===== config.mk =====
export PLATFORM = sky130hd
export DESIGN_NAME = rkr_reset_ctrl
export DESIGN_NICKNAME = d
export VERILOG_FILES = /design/src/rtl/rkr_pkg.sv /design/src/rtl/rkr_pin_qual.sv /design/src/rtl/rkr_key_seq.sv /design/src/rtl/rkr_stretch.sv /design/src/rtl/rkr_cause_flags.sv /design/src/rtl/rkr_reset_ctrl.sv
export SDC_FILE = /design/constraint.sdc
export NUM_CORES = 1
export LEC_CHECK = 0
export ABC_AREA = 1
export BUFFER_PORTS_ARGS = -buffer_cell sky130_fd_sc_hd__buf_2
export CAP_MARGIN = 40
export CORE_MARGIN = 5
export CORE_UTILIZATION = 60
export DETAILED_ROUTE_END_ITERATION = 10
export GPL_TIMING_DRIVEN = 0
export HOLD_SLACK_MARGIN = 0.02
export PLACE_DENSITY = 0.83
export SLEW_MARGIN = 20
export SYNTH_ARGS = -nofsm -noshare
export SYNTH_HDL_FRONTEND = slang
export SYNTH_SLANG_ARGS = --single-unit

===== constraint.sdc =====
create_clock -name clk -period 4.6 [get_ports clk]
set_clock_uncertainty 0.05 [all_clocks]
set_input_delay 0.23 -clock clk [delete_from_list [all_inputs] [get_ports clk]]
set_output_delay 0.23 -clock clk [all_outputs]
set_load 0.05 [all_outputs]

===== src/rtl/rkr_pkg.sv =====
package rkr_pkg;
   localparam logic [7:0] KEY_KICK_LO = 8'h1E;
   localparam logic [7:0] KEY_KICK_HI = 8'hE1;
   localparam logic [7:0] KEY_SOFT_LO = 8'h5A;
   localparam logic [7:0] KEY_SOFT_HI = 8'hA5;

   typedef enum logic [1:0] {
      VERDICT_NONE = 2'd0,
      VERDICT_KICK = 2'd1,
      VERDICT_SOFT = 2'd2,
      VERDICT_BAD  = 2'd3
   } key_verdict_e;
endpackage


===== src/rtl/rkr_pin_qual.sv =====
module rkr_pin_qual #(
   parameter int SYNC_STAGES = 2,
   parameter int QUAL_CYCLES = 2
) (
   input  logic clk,
   input  logic por_n,
   input  logic pin_n,
   output logic pin_sync,
   output logic pin_req
);
   localparam int QW = $clog2(QUAL_CYCLES + 1);

   logic [SYNC_STAGES-1:0] sync_q;

   generate
      if (SYNC_STAGES < 1) begin : g_bad_sync
         $error("SYNC_STAGES must be at least 1");
      end
      if (QUAL_CYCLES < 1) begin : g_bad_qual
         $error("QUAL_CYCLES must be at least 1");
      end
   endgenerate

   genvar gi;
   generate
      for (gi = 0; gi < SYNC_STAGES; gi++) begin : g_sync
         always_ff @(posedge clk or negedge por_n) begin
            if (!por_n) sync_q[gi] <= 1'b1;
            else if (gi == 0) sync_q[gi] <= pin_n;
            else sync_q[gi] <= sync_q[(gi == 0) ? 0 : gi-1];
         end
      end
   endgenerate

   assign pin_sync = sync_q[SYNC_STAGES-1];

   generate
      if (QUAL_CYCLES == 1) begin : g_direct
         logic low_q;
         always_ff @(posedge clk or negedge por_n) begin
            if (!por_n) low_q <= 1'b0;
            else low_q <= ~pin_sync;
         end
         assign pin_req = low_q;
      end else begin : g_count
         logic [QW-1:0] low_cnt;
         always_ff @(posedge clk or negedge por_n) begin
            if (!por_n) low_cnt <= '0;
            else if (pin_sync) low_cnt <= '0;
            else if (low_cnt != QW'(QUAL_CYCLES)) low_cnt <= low_cnt + 1'b1;
         end
         assign pin_req = (low_cnt == QW'(QUAL_CYCLES));

         AST_TWO_LOW: assert property (@(posedge clk) disable iff (!por_n)
            pin_req |-> (!$past(pin_sync) && !$past(pin_sync, 2)));
      end
   endgenerate
endmodule


===== src/rtl/rkr_key_seq.sv =====
module rkr_key_seq
   import rkr_pkg::*;
(
   input  logic         clk,
   input  logic         por_n,
   input  logic         hold,
   input  logic         wr,
   input  logic [7:0]   wdata,
   output key_verdict_e verdict,
   output logic         kick
);
   logic       have_first;
   logic [7:0] first_q;
   logic       second;

   assign second = wr && have_first && !hold;

   always_comb begin
      verdict = VERDICT_NONE;
      if (second) begin
         if (first_q == KEY_KICK_LO && wdata == KEY_KICK_HI) verdict = VERDICT_KICK;
         else if (first_q == KEY_SOFT_LO && wdata == KEY_SOFT_HI) verdict = VERDICT_SOFT;
         else verdict = VERDICT_BAD;
      end
   end

   always_ff @(posedge clk or negedge por_n) begin
      if (!por_n) begin
         have_first <= 1'b0;
         first_q    <= '0;
         kick       <= 1'b0;
      end else begin
         kick <= (verdict == VERDICT_KICK);
         if (hold) begin
            have_first <= 1'b0;
         end else if (wr) begin
            if (!have_first) begin
               first_q    <= wdata;
               have_first <= 1'b1;
            end else begin
               have_first <= 1'b0;
            end
         end
      end
   end

   AST_PAIR_NEEDS_FIRST: assert property (@(posedge clk) disable iff (!por_n)
      (verdict != VERDICT_NONE) |=> !have_first);
   AST_KICK_ONE_CYCLE: assert property (@(posedge clk) disable iff (!por_n)
      kick |=> !kick);
endmodule


===== src/rtl/rkr_stretch.sv =====
module rkr_stretch #(
   parameter int PULSE_LEN    = 16,
   parameter int PWRUP_CYCLES = 64
) (
   input  logic clk,
   input  logic por_n,
   input  logic req,
   input  logic pin_low,
   output logic pu_active,
   output logic pulse_busy
);
   localparam int CW = $clog2(PULSE_LEN + 1);
   localparam int PW = $clog2(PWRUP_CYCLES + 1);

   generate
      if (PULSE_LEN < 1) begin : g_bad_len
         $error("PULSE_LEN must be at least 1");
      end
      if (PWRUP_CYCLES < 1) begin : g_bad_pu
         $error("PWRUP_CYCLES must be at least 1");
      end
   endgenerate

   logic [CW-1:0] cnt;
   logic [PW-1:0] pu_cnt;

   always_ff @(posedge clk or negedge por_n) begin
      if (!por_n) cnt <= '0;
      else if (req) cnt <= CW'(PULSE_LEN);
      else if (cnt != '0) cnt <= cnt - 1'b1;
   end

   always_ff @(posedge clk or negedge por_n) begin
      if (!por_n) pu_cnt <= PW'(PWRUP_CYCLES);
      else if (pu_cnt != '0 && pin_low) pu_cnt <= PW'(PWRUP_CYCLES);
      else if (pu_cnt != '0) pu_cnt <= pu_cnt - 1'b1;
   end

   assign pu_active  = (pu_cnt != '0);
   assign pulse_busy = (cnt != '0);

   AST_REQ_ASSERTS: assert property (@(posedge clk) disable iff (!por_n)
      req |=> pulse_busy);
   AST_NO_EARLY_RELEASE: assert property (@(posedge clk) disable iff (!por_n)
      $fell(pulse_busy) |-> !$past(req));
endmodule


===== src/rtl/rkr_cause_flags.sv =====
module rkr_cause_flags (
   input  logic       clk,
   input  logic       por_n,
   input  logic       set_wdog,
   input  logic       set_soft,
   input  logic [1:0] clr,
   output logic       flag_wdog,
   output logic       flag_soft
);
   always_ff @(posedge clk or negedge por_n) begin
      if (!por_n) begin
         flag_wdog <= 1'b0;
         flag_soft <= 1'b0;
      end else begin
         if (set_wdog) flag_wdog <= 1'b1;
         else if (clr[0]) flag_wdog <= 1'b0;
         if (set_soft) flag_soft <= 1'b1;
         else if (clr[1]) flag_soft <= 1'b0;
      end
   end

   AST_FLAG_STICKY: assert property (@(posedge clk) disable iff (!por_n)
      (flag_wdog && !clr[0]) |=> flag_wdog);
   AST_SET_WINS: assert property (@(posedge clk) disable iff (!por_n)
      set_soft |=> flag_soft);
endmodule


===== src/rtl/rkr_reset_ctrl.sv =====
module rkr_reset_ctrl
   import rkr_pkg::*;
#(
   parameter int PULSE_LEN    = 16,
   parameter int PWRUP_CYCLES = 64,
   parameter int QUAL_CYCLES  = 2,
   parameter int SYNC_STAGES  = 2
) (
   input  logic       clk,
   input  logic       por_n,
   input  logic       fuse_pin_mode,
   input  logic       rst_pin_n,
   input  logic       key_wr,
   input  logic [7:0] key_data,
   input  logic       wdog_expired,
   input  logic [1:0] flag_clr,
   output logic       rst_out,
   output logic       wdog_kick,
   output logic       gpio_in,
   output logic       cause_wdog,
   output logic       cause_soft
);
   logic         pin_sync, pin_req, pin_eff, pin_is_reset;
   logic         pu_active, pulse_busy, any_req;
   key_verdict_e verdict;

   rkr_pin_qual #(.SYNC_STAGES(SYNC_STAGES), .QUAL_CYCLES(QUAL_CYCLES)) u_pin (
      .clk(clk), .por_n(por_n), .pin_n(rst_pin_n),
      .pin_sync(pin_sync), .pin_req(pin_req));

   assign pin_is_reset = fuse_pin_mode || pu_active;
   assign pin_eff      = pin_req && pin_is_reset;
   assign gpio_in      = pin_is_reset ? 1'b1 : pin_sync;

   rkr_key_seq u_key (
      .clk(clk), .por_n(por_n), .hold(rst_out), .wr(key_wr), .wdata(key_data),
      .verdict(verdict), .kick(wdog_kick));

   assign any_req = pin_eff || wdog_expired ||
                    (verdict == VERDICT_SOFT) || (verdict == VERDICT_BAD);

   rkr_stretch #(.PULSE_LEN(PULSE_LEN), .PWRUP_CYCLES(PWRUP_CYCLES)) u_str (
      .clk(clk), .por_n(por_n), .req(any_req), .pin_low(pin_req),
      .pu_active(pu_active), .pulse_busy(pulse_busy));

   assign rst_out = !por_n || pu_active || pulse_busy;

   rkr_cause_flags u_flags (
      .clk(clk), .por_n(por_n),
      .set_wdog(wdog_expired || verdict == VERDICT_BAD),
      .set_soft(verdict == VERDICT_SOFT || verdict == VERDICT_BAD),
      .clr(flag_clr), .flag_wdog(cause_wdog), .flag_soft(cause_soft));

   AST_WDOG_RESETS: assert property (@(posedge clk) disable iff (!por_n)
      wdog_expired |=> (rst_out && cause_wdog));
   AST_KICK_QUIET: assert property (@(posedge clk) disable iff (!por_n)
      wdog_kick |-> !$past(rst_out));
   AST_GPIO_NO_RESET: assert property (@(posedge clk) disable iff (!por_n)
      (!fuse_pin_mode && !pu_active && !wdog_expired && verdict == VERDICT_NONE && !rst_out)
      |=> !rst_out);
endmodule


==> flow_summary.yaml <==
floorplan:
  num_rows: 18
  start_util_pct: 62.0
  fp.dieArea_mm2: 0.00364
  floorplan.core_area_mm2: 0.00245
  die_height_um: 60.4
  num_io_pins: 21
  chipWidth_um: 60.4
detailed_routing:
  routed_wire_length_per_instance_um: 10.9
  totalWireLength_um: 2620
  post-route-drc-count: 0
  vias: 1167
  drt_iter0_markers: 26
  ant_nets: 0
  dr.pass1.iters: 4
  drt-vias-per-instance: 4.84
power:
  power.switching_fraction_pct: 36.1
  p_comb_share_pct: 35.0
  power.clock.fraction_pct: 14.8
  internal-power_w: 0.000438
  pwr_density_cell_mw_per_mm2: 402
  fin_total_pwr_w: 0.000685
  switching_power_w: 0.000247
  leakage_nw: 0.940
  seqPwrFrac_pct: 50.1
  power.ir.vdd_worst_v: 0.000309
critical_path:
  endpoint_kind_of_the_worst_setup_timing_path: "output port"
  worst-endpoint-required_ps: 4320
  regToRegSetupSlack_ps: 2850
  critPathMaxFanout: 29
  path_cells: "dlygate4sd3_1 -> buf_2 -> nand3_2 -> nor2_4 -> inv_1 -> buf_2"
  critical_path_class: "primary input to output port"
  crit_path_frequent_cell: "sky130_fd_sc_hd__buf_2"
  critical-path-slowest-cell: "sky130_fd_sc_hd__dlygate4sd3_1"
  crit_path_start_kind: "primary input"
  cpPeakStageDelay_ps: 520
  arrival_ps: 1920
synthesis:
  synth_nets: 206
  yosys-top-cells-area: "sky130_fd_sc_hd__dfrtp_1 (41%), sky130_fd_sc_hd__inv_1 (9.1%), sky130_fd_sc_hd__nand2_1 (9.1%)"
  synth.distinct_cells: 23
  synthCells: 185
  ys_seq_area_share_pct: 46.3
  yosys_warning_count: 0
  synthesis.area_per_instance_um2: 8.22
  mappedNetlistArea_mm2: 0.00152
  ys_seq_elements: 28
  synth_top_area_share_pct: 41.1
  yosys.area.top_type: "sky130_fd_sc_hd__dfrtp_1"
grt:
  grt.overflow.total: 0
  track_usage_pct: 16.1
  global_route_wire_length_before_repair_um: 4530
  number_of_antenna_violations_at_the_first_check_in_global_routing: 0
  grt_start_max_net_pins: 30
  grt_pass1_vias: 1099
sta:
  totalNegativeSetupSlack_ps: 0
  number_of_max_slew_violations_in_the_final_report: 0
  final.min_clock_period_ps: 2200
  layout_worst_path_cycle_share_pct: 47.7
  worstMarginPinSlew_ps: 637
  rsz0062_at_grt: "no"
  fmaxAchievable_mhz: 456
  hold_fails_final_rpt: 0
  slew-limit-headroom_pct: 57.5
  finalSetupViolCount: 0
cells_and_area:
  nets: 233
  n_fill_cell: 205
  flow.area_growth_from_synthesis_pct: 12.1
  antenna-diode-count: 0
  drive_above_1_share_pct: 22.3
  post_route_standard_cell_area_excluding_fillers_mm2: 0.00171
clock_tree:
  htreeDepth: 1
  max-clock-path-buffers: 2
  clk_pin_slew_worst_paths_ps: 150
  worst_skew_pair_later_pin_latency_ps: 320
  tritoncts: "built"
  cts_resized: 0
  clock-root-buffer: "sky130_fd_sc_hd__clkbuf_4"
  clock_sink_count: 28
  cts_inserted_buffers: 3
placed_design:
  io_buffer_count: 20
  dp_hpwl_um: 2100
  dpl_cell_area_mm2: 0.00166
  place.gp.congestion: 0.775
hold_path:
  min-delay-path-class: "primary input to flip-flop"
status:
  status: "completed"
flow_run:
  maxCapViolations: 0
## cell usage after synthesis (all sizes together)
master,count
a211oi,1
a21oi,6
buf,1
dfrtp,25
dfstp,3
ha,5
inv,37
nand2,39
nand3,10
nand4,2
nor2,32
nor3,3
nor3b,1
o21ai,12
o22ai,1
or2,3
xnor2,1
xor2,3
## flip-flops by register name (all words and copies together), names as in the netlist
name,cells
u_pin.sync_q,1
u_str.pu_cnt,7
u_pin.pin_sync,1
u_str.cnt,5
u_key.first_q,8
u_key.have_first,1
u_flags.flag_soft,1
u_key.kick,1
u_flags.flag_wdog,1
u_pin.g_count.low_cnt,2
## power groups by stage
stage / sequential, W / clock, W / combinational [W]
finish: 0.000344 / 0.000102 / 0.000240
global placement: 0.000345 / 0 / 0.000228
floorplan: 0.000342 / 0 / 0.000194
global route: 0.000354 / 0.000115 / 0.000276
detailed placement: 0.000349 / 0 / 0.000241
CTS: 0.000344 / 0.000104 / 0.000243
## worst max-delay path, delay by kind of cell
family | cells | cell delay, ps
buffers and inverters | 4 | 1320
and+or+nand+nor | 2 | 350
## final timing paths
kind                            cells after the start           endpoint            start
worst min-delay path                                2  u_flags.flag_soft      flag_clr[1]
max in group asynchronous                           2    u_str.pu_cnt[1]            por_n
worst max register to register                     10   u_key.first_q[6]     u_str.cnt[0]
min in group asynchronous                           2       u_str.cnt[2]            por_n
worst max-delay path                                6            rst_out            por_n
worst min register to register                      0     u_pin.pin_sync  u_pin.sync_q[0]
## layer usage
layer	global-route usage (%)	up-vias	routed length, um
met5	0	-	0
met1	21.2	533	1160
li1	-	614	-
met2	27.9	18	1300
met4	2.85	0	12
met3	3.40	2	142
## cell families after synthesis
group,count (synthesis),share of synthesized area [%]
AND/OR/NAND/NOR,90,28.6
buffers and inverters,38,9.87
flip-flops,28,46.3
AO/OA/AOI/OAI,20,8.80
adder cells (fa/ha/maj),5,4.11
XOR/XNOR,4,2.30
## cell usage in the layout, fill, tap and decap left out, drive strengths merged, types with 2 or more instances in the layout
cell / count
inv: 37
clkbuf: 4
o21ai: 12
xor2: 3
nor3: 3
a21oi: 6
ha: 5
dfrtp: 25
nand4: 2
dfstp: 3
nand3: 10
dlygate4sd3: 2
nand2: 39
nor2: 32
or2: 3
buf: 21
## metrics by stage
step           instances  hold WS (ps)  setup WS (ps)  utilization [%]
3_3_place_gp         235           226           2910             67.6
3_5_place_dp         235           238           2850             67.6
4_1_cts              241          34.2           2370             69.5
2_1_floorplan        185          -116           3000                -
6_report             241          28.6           2400             69.5
5_1_grt              241          35.1           2220             69.5
## layout make-up
type	instances	area [um^2]	area share (%)
well taps	30	37.5	2.20
flip-flops and latches	28	704	41.3
clock buffers	4	26.3	1.54
repair buffers	22	120	7.04
multi-input cells	119	667	39.1
inverters	37	139	8.14
plain buffers	1	11.3	0.660
## what timing repair did
| item | CTS | global route |
|---|---|---|
| hold endpoints to repair | 26 | 0 |
| hold buffers | 2 | 0 |
| endpoints found under the setup margin | 0 | 0 |
| buffers inserted | 0 | 0 |
Note: power is estimated with default switching activity, not from simulation.
